[src/rtl/dma_chan_pkg.sv]
package dma_chan_pkg;
  typedef enum logic [1:0] {
    AM_FIXED   = 2'b00,
    AM_DEC     = 2'b01,
    AM_INC_RLD = 2'b10,
    AM_INC     = 2'b11
  } amode_e;

  typedef struct packed {
    logic       dual;
    logic [1:0] size;
    amode_e     dst_mode;
    amode_e     src_mode;
  } chan_cfg_t;

  localparam int unsigned CFG_W = $bits(chan_cfg_t);

  localparam logic [2:0] SEL_SRC = 3'd0;
  localparam logic [2:0] SEL_DST = 3'd1;
  localparam logic [2:0] SEL_CNT = 3'd2;
  localparam logic [2:0] SEL_CFG = 3'd3;
  localparam logic [2:0] SEL_EN  = 3'd4;

  function automatic logic [2:0] step_bytes(input logic [1:0] size);
    case (size)
      2'b00:   return 3'd1;
      2'b01:   return 3'd2;
      default: return 3'd4;
    endcase
  endfunction
endpackage

[src/rtl/dma_addr_unit.sv]
module dma_addr_unit
  import dma_chan_pkg::*;
#(
  parameter int unsigned AW = 32
) (
  input  logic          clk_i,
  input  logic          rst_ni,
  input  logic          load_i,
  input  logic [AW-1:0] load_val_i,
  input  logic          snap_i,
  input  logic          step_i,
  input  logic          blk_end_i,
  input  amode_e        mode_i,
  input  logic [1:0]    size_i,
  output logic [AW-1:0] addr_o
);
  logic [AW-1:0] addr_q, shadow_q, delta;

  assign delta = {{(AW-3){1'b0}}, step_bytes(size_i)};

  always_ff @(posedge clk_i or negedge rst_ni) begin
    if (!rst_ni) begin
      addr_q <= '0;
    end else if (load_i) begin
      addr_q <= load_val_i;
    end else if (step_i) begin
      case (mode_i)
        AM_DEC:     addr_q <= addr_q - delta;
        AM_INC_RLD: addr_q <= blk_end_i ? shadow_q : addr_q + delta;
        AM_INC:     addr_q <= addr_q + delta;
        default:    addr_q <= addr_q;
      endcase
    end
  end

  // initial address kept for reload mode
  always_ff @(posedge clk_i or negedge rst_ni) begin
    if (!rst_ni)     shadow_q <= '0;
    else if (snap_i) shadow_q <= addr_q;
  end

  assign addr_o = addr_q;
endmodule

[src/rtl/dma_chan_seq.sv]
module dma_chan_seq #(
  parameter int unsigned CNT_W = 16
) (
  input  logic             clk_i,
  input  logic             rst_ni,
  input  logic             en_we_i,
  input  logic             en_wdata_i,
  input  logic             cnt_we_i,
  input  logic [CNT_W-1:0] cnt_wdata_i,
  input  logic             trig_i,
  input  logic             done_i,
  output logic             en_o,
  output logic             busy_o,
  output logic [CNT_W-1:0] cnt_o,
  output logic             step_o,
  output logic             blk_end_o,
  output logic             snap_o
);
  logic en_q, en_d, busy_q, busy_d, pend_q, pend_d;
  logic [CNT_W-1:0] cnt_q, cnt_d;
  logic accept, finish, last;

  assign accept = en_q & ~busy_q & (trig_i | pend_q);
  assign finish = busy_q & done_i;
  assign last   = finish & (cnt_q == CNT_W'(1));

  always_comb begin
    en_d = en_q;
    if (en_we_i) en_d = en_wdata_i;
    if (last)    en_d = 1'b0;

    busy_d = busy_q;
    if (accept)      busy_d = 1'b1;
    else if (finish) busy_d = 1'b0;

    pend_d = pend_q;
    if (accept)                   pend_d = 1'b0;
    if (busy_q & trig_i & ~last)  pend_d = 1'b1;
    if (!en_d)                    pend_d = 1'b0;

    cnt_d = cnt_q;
    if (cnt_we_i)    cnt_d = cnt_wdata_i;
    else if (finish) cnt_d = cnt_q - CNT_W'(1);
  end

  always_ff @(posedge clk_i or negedge rst_ni) begin
    if (!rst_ni) begin
      en_q   <= 1'b0;
      busy_q <= 1'b0;
      pend_q <= 1'b0;
      cnt_q  <= '0;
    end else begin
      en_q   <= en_d;
      busy_q <= busy_d;
      pend_q <= pend_d;
      cnt_q  <= cnt_d;
    end
  end

  assign en_o      = en_q;
  assign busy_o    = busy_q;
  assign cnt_o     = cnt_q;
  assign step_o    = finish;
  assign blk_end_o = last;
  assign snap_o    = en_we_i & en_wdata_i & ~en_q;
endmodule

[src/rtl/dma_chan_ctrl.sv]
module dma_chan_ctrl
  import dma_chan_pkg::*;
#(
  parameter int unsigned AW    = 32,
  parameter int unsigned CNT_W = 16
) (
  input  logic          clk_i,
  input  logic          rst_ni,
  input  logic          wr_en_i,
  input  logic [2:0]    wr_sel_i,
  input  logic [AW-1:0] wr_data_i,
  input  logic          trig_i,
  input  logic          xfer_done_i,
  output logic          xfer_req_o,
  output logic [AW-1:0] xfer_src_o,
  output logic [AW-1:0] xfer_dst_o,
  output logic [1:0]    xfer_size_o,
  output logic          xfer_dual_o,
  output logic          busy_o,
  output logic          en_o
);
  chan_cfg_t        cfg_q;
  logic             en, busy, step, blk_end, snap, unlocked;
  logic [CNT_W-1:0] cnt;

  assign unlocked = wr_en_i & ~en;

  always_ff @(posedge clk_i or negedge rst_ni) begin
    if (!rst_ni)                                cfg_q <= '0;
    else if (unlocked && wr_sel_i == SEL_CFG)   cfg_q <= chan_cfg_t'(wr_data_i[CFG_W-1:0]);
  end

  dma_chan_seq #(.CNT_W(CNT_W)) u_seq (
    .clk_i       (clk_i),
    .rst_ni      (rst_ni),
    .en_we_i     (wr_en_i && wr_sel_i == SEL_EN),
    .en_wdata_i  (wr_data_i[0]),
    .cnt_we_i    (unlocked && wr_sel_i == SEL_CNT),
    .cnt_wdata_i (wr_data_i[CNT_W-1:0]),
    .trig_i      (trig_i),
    .done_i      (xfer_done_i),
    .en_o        (en),
    .busy_o      (busy),
    .cnt_o       (cnt),
    .step_o      (step),
    .blk_end_o   (blk_end),
    .snap_o      (snap)
  );

  dma_addr_unit #(.AW(AW)) u_src (
    .clk_i      (clk_i),
    .rst_ni     (rst_ni),
    .load_i     (unlocked && wr_sel_i == SEL_SRC),
    .load_val_i (wr_data_i),
    .snap_i     (snap),
    .step_i     (step),
    .blk_end_i  (blk_end),
    .mode_i     (cfg_q.src_mode),
    .size_i     (cfg_q.size),
    .addr_o     (xfer_src_o)
  );

  // single-address mode: destination never moves
  dma_addr_unit #(.AW(AW)) u_dst (
    .clk_i      (clk_i),
    .rst_ni     (rst_ni),
    .load_i     (unlocked && wr_sel_i == SEL_DST),
    .load_val_i (wr_data_i),
    .snap_i     (snap),
    .step_i     (step & cfg_q.dual),
    .blk_end_i  (blk_end),
    .mode_i     (cfg_q.dst_mode),
    .size_i     (cfg_q.size),
    .addr_o     (xfer_dst_o)
  );

  assign xfer_req_o  = busy;
  assign xfer_size_o = cfg_q.size;
  assign xfer_dual_o = cfg_q.dual;
  assign busy_o      = busy;
  assign en_o        = en;
endmodule

[config.mk]
export PLATFORM = sky130hd
export DESIGN_NAME = dma_chan_ctrl
export DESIGN_NICKNAME = d
export VERILOG_FILES = /design/src/rtl/dma_chan_pkg.sv /design/src/rtl/dma_addr_unit.sv /design/src/rtl/dma_chan_seq.sv /design/src/rtl/dma_chan_ctrl.sv
export SDC_FILE = /design/constraint.sdc
export NUM_CORES = 1
export LEC_CHECK = 0
export ABC_AREA = 1
export BUFFER_PORTS_ARGS = -buffer_cell sky130_fd_sc_hd__buf_4
export CAP_MARGIN = 10
export CORE_MARGIN = 1.5
export CORE_UTILIZATION = 30
export DETAILED_ROUTE_END_ITERATION = 10
export GPL_ROUTABILITY_DRIVEN = 0
export GPL_TIMING_DRIVEN = 0
export HOLD_SLACK_MARGIN = 0.06
export PLACE_DENSITY = 0.48
export SYNTH_ARGS = -nofsm -noshare
export SYNTH_HDL_FRONTEND = slang
export SYNTH_SLANG_ARGS = --single-unit
[constraint.sdc]
create_clock -name clk_i -period 2.75 [get_ports clk_i]
set_clock_uncertainty 0.1 [all_clocks]
set_input_delay 0.55 -clock clk_i [delete_from_list [all_inputs] [get_ports clk_i]]
set_output_delay 0.55 -clock clk_i [all_outputs]
set_load 0.05 [all_outputs]
== After elaboration in Yosys (flattened, before gate mapping) ==
Index checks and enable logic that the tools add are counted.
W data, S select, Z words.

* Add/sub/neg operators: 5
* Eq/ne operators: 13
* Multiplexer cells: 18
* Bitwise gates (word level): 14
* Reductions and logical operators: 15

{| class="wikitable"
|+ Operators with widths
! cell !! number
|-
| $mux W32 || 6
|-
| $pmux W32 S3 || 2
|-
| $add A32 B3 Y32 || 2
|-
| $sub A32 B3 Y32 || 2
|-
| $mux W16 || 2
|-
| $eq A16 B1 Y1 const B || 1
|-
| $sub A16 B1 Y16 const B || 1
|-
| $and A1 B1 Y1 || 10
|-
| $eq A2 B2 Y1 const B || 4
|-
| $reduce_bool A2 Y1 || 4
|-
| $reduce_bool A4 Y1 || 2
|-
| $mux W1 || 7
|-
| $eq A2 B1 Y1 const B || 3
|-
| $eq A3 B2 Y1 const B || 2
|-
| $pmux W3 S2 || 1
|-
| $logic_and A1 B1 Y1 || 5
|-
| $reduce_and A2 Y1 || 2
|-
| $eq A3 B1 Y1 const B || 1
|-
| $eq A3 B3 Y1 const B || 1
|-
| $logic_not A3 Y1 || 1
|-
| $ne A3 B3 Y1 const B || 1
|-
| $not A1 Y1 || 3
|-
| $logic_not A2 Y1 || 1
|-
| $or A1 B1 Y1 || 1
|}

* Flip-flop bits (word level): 154
* Word-level logic and storage cells: 77

== Longest topological paths before layout ==
* Depth in word-level cells: 7
* Depth in mapped cells: 17
* Depth with buffers taken out: 17

== Cells and area by module ==
A second synthesis with hierarchy kept.

* Cell total of the unflattened synthesis: 2098
* Area total of the unflattened synthesis: 12748.5 um^2

{| class="wikitable"
|+ By module, submodules not included
! module !! instances !! cells each !! area an instance (um^2) !! seq. area each (um^2)
|-
| dma_addr_unit || 2 || 928 || 5532.8 || 1601.5
|-
| dma_chan_seq || 1 || 192 || 1305.0 || 475.5
|-
| dma_chan_ctrl || 1 || 50 || 377.9 || 175.2
|}

== Worst setup path after synthesis ==
No wires, ideal clock.

* Path kind: flip-flop to flip-flop
* From: register u_src.addr_q[0], in the netlist u_src.addr_o[0]
* To: register u_src.addr_q[22], in the netlist u_src.addr_o[22]
* Setup time: 118 ps
* Arrival time: 2296 ps
* Setup slack: 236 ps
* Stages on the path, launching flop included: 16
* Path buffers: 0
* Period minus slack after synthesis: 2514 ps
* Cells stage by stage: dfrtp_1 -> ha_1 -> inv_1 -> fa_1 -> inv_1 -> nand2_1 -> nand2_1 -> nand3_2 -> nor2_4 -> nand2_1 -> nor2_1 -> nand3_1 -> nand3_1 -> nand2_1 -> nand2_1 -> nand2_1

* Longest elaborated chain between the ends: 5

{| class="wikitable"
|+ Ends and longest elaborated chain
! what !! line !! text
|-
| start: declaration || dma_addr_unit.sv:17 || <nowiki>logic [AW-1:0] addr_q, shadow_q, delta;</nowiki>
|-
| start signal: assignment || dma_addr_unit.sv:25 || <nowiki>addr_q <= load_val_i;</nowiki>
|-
| start signal: assignment || dma_addr_unit.sv:28 || <nowiki>AM_DEC: addr_q <= addr_q - delta;</nowiki>
|-
| start signal: assignment || dma_addr_unit.sv:29 || <nowiki>AM_INC_RLD: addr_q <= blk_end_i ? shadow_q : addr_q + delta;</nowiki>
|-
| $add A32 B3 Y32 || dma_addr_unit.sv:29, dma_addr_unit.sv:30 ||
|-
| $mux W32 || dma_addr_unit.sv:29 ||
|-
| $pmux W32 S3 (*) || dma_addr_unit.sv:27 || <nowiki>case (mode_i)</nowiki>
|-
| $mux W32 (*) || dma_addr_unit.sv:26 || <nowiki>end else if (step_i) begin</nowiki>
|-
| $mux W32 (*) || dma_addr_unit.sv:24 || <nowiki>end else if (load_i) begin</nowiki>
|}

Mark *: on every way between the ends. The rest lies on a longest branch, timed or not. The select of a mux whose other input is x is not followed.
A chain may end at the register's enable or synchronous reset.

== Final worst setup path ==
* From: register cfg_q (netlist bit xfer_size_o[1])
* To: register u_src.addr_q[30], in the netlist u_src.addr_o[30]

* Longest elaborated chain between the ends: 7

{| class="wikitable"
|+ Ends and longest elaborated chain
! what !! line !! text
|-
| start: declaration || dma_chan_ctrl.sv:22 || <nowiki>chan_cfg_t cfg_q;</nowiki>
|-
| start signal: assignment || dma_chan_ctrl.sv:30 || <nowiki>else if (unlocked && wr_sel_i == SEL_CFG) cfg_q <= chan_cfg_t'(wr_data_i[CFG_W-1:0]);</nowiki>
|-
| $eq A2 B1 Y1 or $logic_not A2 Y1 (tied branches) || dma_chan_pkg.sv:25 || <nowiki>case (size)</nowiki>
|-
| $pmux W3 S2 (*) || dma_chan_pkg.sv:25 ||
|-
| $add A32 B3 Y32 || dma_addr_unit.sv:29, dma_addr_unit.sv:30 ||
|-
| $mux W32 || dma_addr_unit.sv:29 ||
|-
| $pmux W32 S3 (*) || dma_addr_unit.sv:27 ||
|-
| $mux W32 (*) || dma_addr_unit.sv:26 ||
|-
| $mux W32 (*) || dma_addr_unit.sv:24 ||
|}

Marked as above.

==> results.yml <==
outcome:
  status: "completed"
grt:
  grt_pass1_wl_mm: 80.1
  grt_pass1_vias: 13065
  track_usage: 0.253
  antenna_found_initial: 0
  grt_max_degree: 84
  grt-ovfl-total: 0
finish:
  diodes: 0
  drive_gt1_frac: 0.146
  synthToLayoutAreaGrowth_pct: 19.1
  fin_nets: 2167
  instances_no_fill: 2647
clock_tree:
  cts_buffers: 17
  clkSlewWorstSetupHoldPaths_ns: 0.07
  cts_tree: "yes"
  cts_sinks: 154
  clock_path_buffers: 2
  clk_latency_ns: 0.46
  htree_num_levels: 4
  root_buffer: "clkbuf_16"
worst_hold_path:
  hold_end: "u_seq.busy_o$_DFFE_PN0P_"
  hold-path-cell-count: 2
  min_path_type: "primary input to flip-flop"
  min_from: "xfer_done_i"
floorplanning:
  dieHeight_microns: 206
  core_area_sq_mm: 0.0407
  io_pins: 110
  dieArea_sq_mm: 0.0424
  die_x_microns: 206
  row_count: 74
  start_util: 0.303
sta:
  setup_viol: 0
  finalSetupTns_ns: 0
  hold_viol_final: 0
  min_period_ns: 2.64
  finalMaxSlewViolations: 0
  worst_pin_slew_ns: 0.797
  max_freq_mhz: 379
  period_share: 0.959
  hold-worst-slack_ns: 0.208
  slew_headroom: 0.469
drt:
  routed_wl_mm: 52.9
  drtAntennaViolNets: 0
  wire_per_inst_microns: 20.0
  drc: 0
  viasPerCell: 5.11
  vias: 13524
  firstDrtPassIters: 7
  drt_iter0_drc: 1220
worst_setup_path:
  r2r_slack_ns: 0.11
  r2r_start: "xfer_size_o[1]$_DFFE_PN0P_"
  critPathLaunchType: "flip-flop"
  arrival_ns: 2.89
  crit_required_ns: 3.00
  timing.rr.end: "u_src.addr_o[30]$_DFFE_PN0P_"
  cp_max_fo: 4
  end_kind: "flip-flop"
  critPathKind: "flip-flop to flip-flop"
  ff2ff_path_depth: 14
synth:
  synth-edff-count: 0
  synth-seq-area-share: 0.312
  syn_avg_cell_area_sq_um: 6.29
  syn-num-nets: 2026
  synth.distinct_cells: 50
  synth-seq-cells: 154
  ys.flop_type: "dfrtp_1"
  synth_cells: 1964
  synthArstFlopShare: 1.00
  yosysWarnings: 0
  syn_area_sq_mm: 0.0124
power:
  ir_drop_v: 0.000606
  p_per_area_mw_per_mm2: 1140
  power_leakage_nw: 7.30
placed_design:
  port_buffers: 109
  dp.cells: 2606
  dp_hpwl_mm: 41.0
run:
  max-cap-violations: 0
-- logic make-up (layout without fill, tap and decap cells) --
kind of cell,Yosys count,count (layout),share of synthesized area
adders and majority gates,22,22,0.0247
DFF,154,154,0.312
xor gates and xnor gates,42,42,0.0298
AOI/OAI and AO/OA,273,273,0.121
and+or+nand+nor,1160,1160,0.403
muxes,2,2,0.00182
buffers and inverters,311,462,0.107
-- what timing repair did --
item	in CTS	in global routing
buffers inserted	3	8
pin swaps	1	7
hold buffers	1	0
endpoints found under the hold margin	71	0
setup endpoints to repair	47	36
gates cloned	0	0
resized for setup	14	29
-- cells in the mapped netlist, drive strengths merged (15+ instances only) --
cell type,count,area (sq um)
inv,222,833
nand4,22,138
ha,18,225
nand3,206,1080
buf,59,378
clkbuf,28,106
xor2,41,359
dfrtp,154,3850
nor3,15,90.1
a21oi,40,200
nand2,641,2460
nor2,260,1100
o21ai,179,900
a31oi,15,93.8
-- worst max path at each step --
stage,to,start
after floorplan,u_src.addr_o[22]$_DFFE_PN0P_,u_src.addr_o[0]$_DFFE_PN0P_
after CTS,u_src.addr_o[22]$_DFFE_PN0P_,xfer_size_o[1]$_DFFE_PN0P_
after detailed placement,u_src.addr_o[14]$_DFFE_PN0P_,xfer_size_o[1]$_DFFE_PN0P_
after global routing,u_dst.addr_o[30]$_DFFE_PN0P_,xfer_size_o[1]$_DFFE_PN0P_
final,u_src.addr_o[30]$_DFFE_PN0P_,xfer_size_o[1]$_DFFE_PN0P_
after global placement,u_dst.addr_o[26]$_DFFE_PN0P_,xfer_size_o[1]$_DFFE_PN0P_
-- layer usage --
metal  global-route usage  part of all wire
met4               0.0771             0.026
met3               0.0382             0.058
met2                0.426              0.48
met1                0.333              0.44
met5                    0                 0
-- sequential cells by signal, summed over array words and instances (netlist names), 2 cells and up --
name            cells
cfg_q               4
u_dst.addr_o       32
u_dst.shadow_q     32
u_seq.cnt_o        16
u_src.addr_o       32
u_src.shadow_q     32
xfer_size_o         2
-- worst max-delay path, stage by stage, from the launching register on --
cell and delay [ns]:
dfrtp_2 0.46, nor2_4 0.22, ha_4 0.16, inv_1 0.04, fa_2 0.34, inv_1 0.06, nand2_1 0.10, nand2_2 0.13
nand3_4 0.12, nor2_1 0.25, nand3_1 0.16, nand3_1 0.12, nand4_1 0.14, nand2_1 0.09, nand2_1 0.04
-- area by class of cell --
class                   count  area [sq um]
clock buffers              23           498
clock inverters             6          88.8
repair buffers            122           946
flip-flops and latches    154          3860
fillers                  4505         26000
multi-input cells        1499          7340
well taps                 532           666
inverters                 224           842
plain buffers              87           484
-- cells in the final DEF, fill, tap and decap left out, types with 4 or more instances in the layout --
cell,instances
inv_2,7
nand3_2,7
or2_2,5
buf_6,6
o22ai_1,7
o21bai_1,6
nor3_2,4
nand2_4,5
nor2_1,221
buf_2,43
o21ai_1,13
xor2_1,41
inv_1,215
nand3_1,195
and2_1,4
dfrtp_1,152
clkbuf_8,5
nand4_1,22
ha_1,14
nand2_1,622
o211ai_1,12
a31oi_1,15
clkbuf_16,17
clkbuf_1,28
o221ai_1,7
buf_4,127
nor3_1,11
a21oi_1,40
nand3_4,4
nor2_2,21
nand2_2,14
nor2_4,18
o21ai_0,165
-- where the power goes --
part	internal [mW]	total, mW	switching [mW]
registers	3.10	4.19	1.09
clock network	1.44	2.50	1.05
logic	3.01	10.0	7.02
-- per-stage QoR --
step / area [sq um] / power, mW / util / setup slack, ns
after floorplan: 12400 / 10.8 / - / 0.236
after global placement: 13800 / 13.8 / 0.340 / -0.373
after detailed placement: 13900 / 13.9 / 0.341 / -0.384
after CTS: 14500 / 16.5 / 0.357 / 0.000340
after global routing: 14700 / 18.0 / 0.361 / -0.0132
final: 14700 / 16.7 / 0.361 / 0.111
No activity file was read; power rests on OpenSTA's default activity.
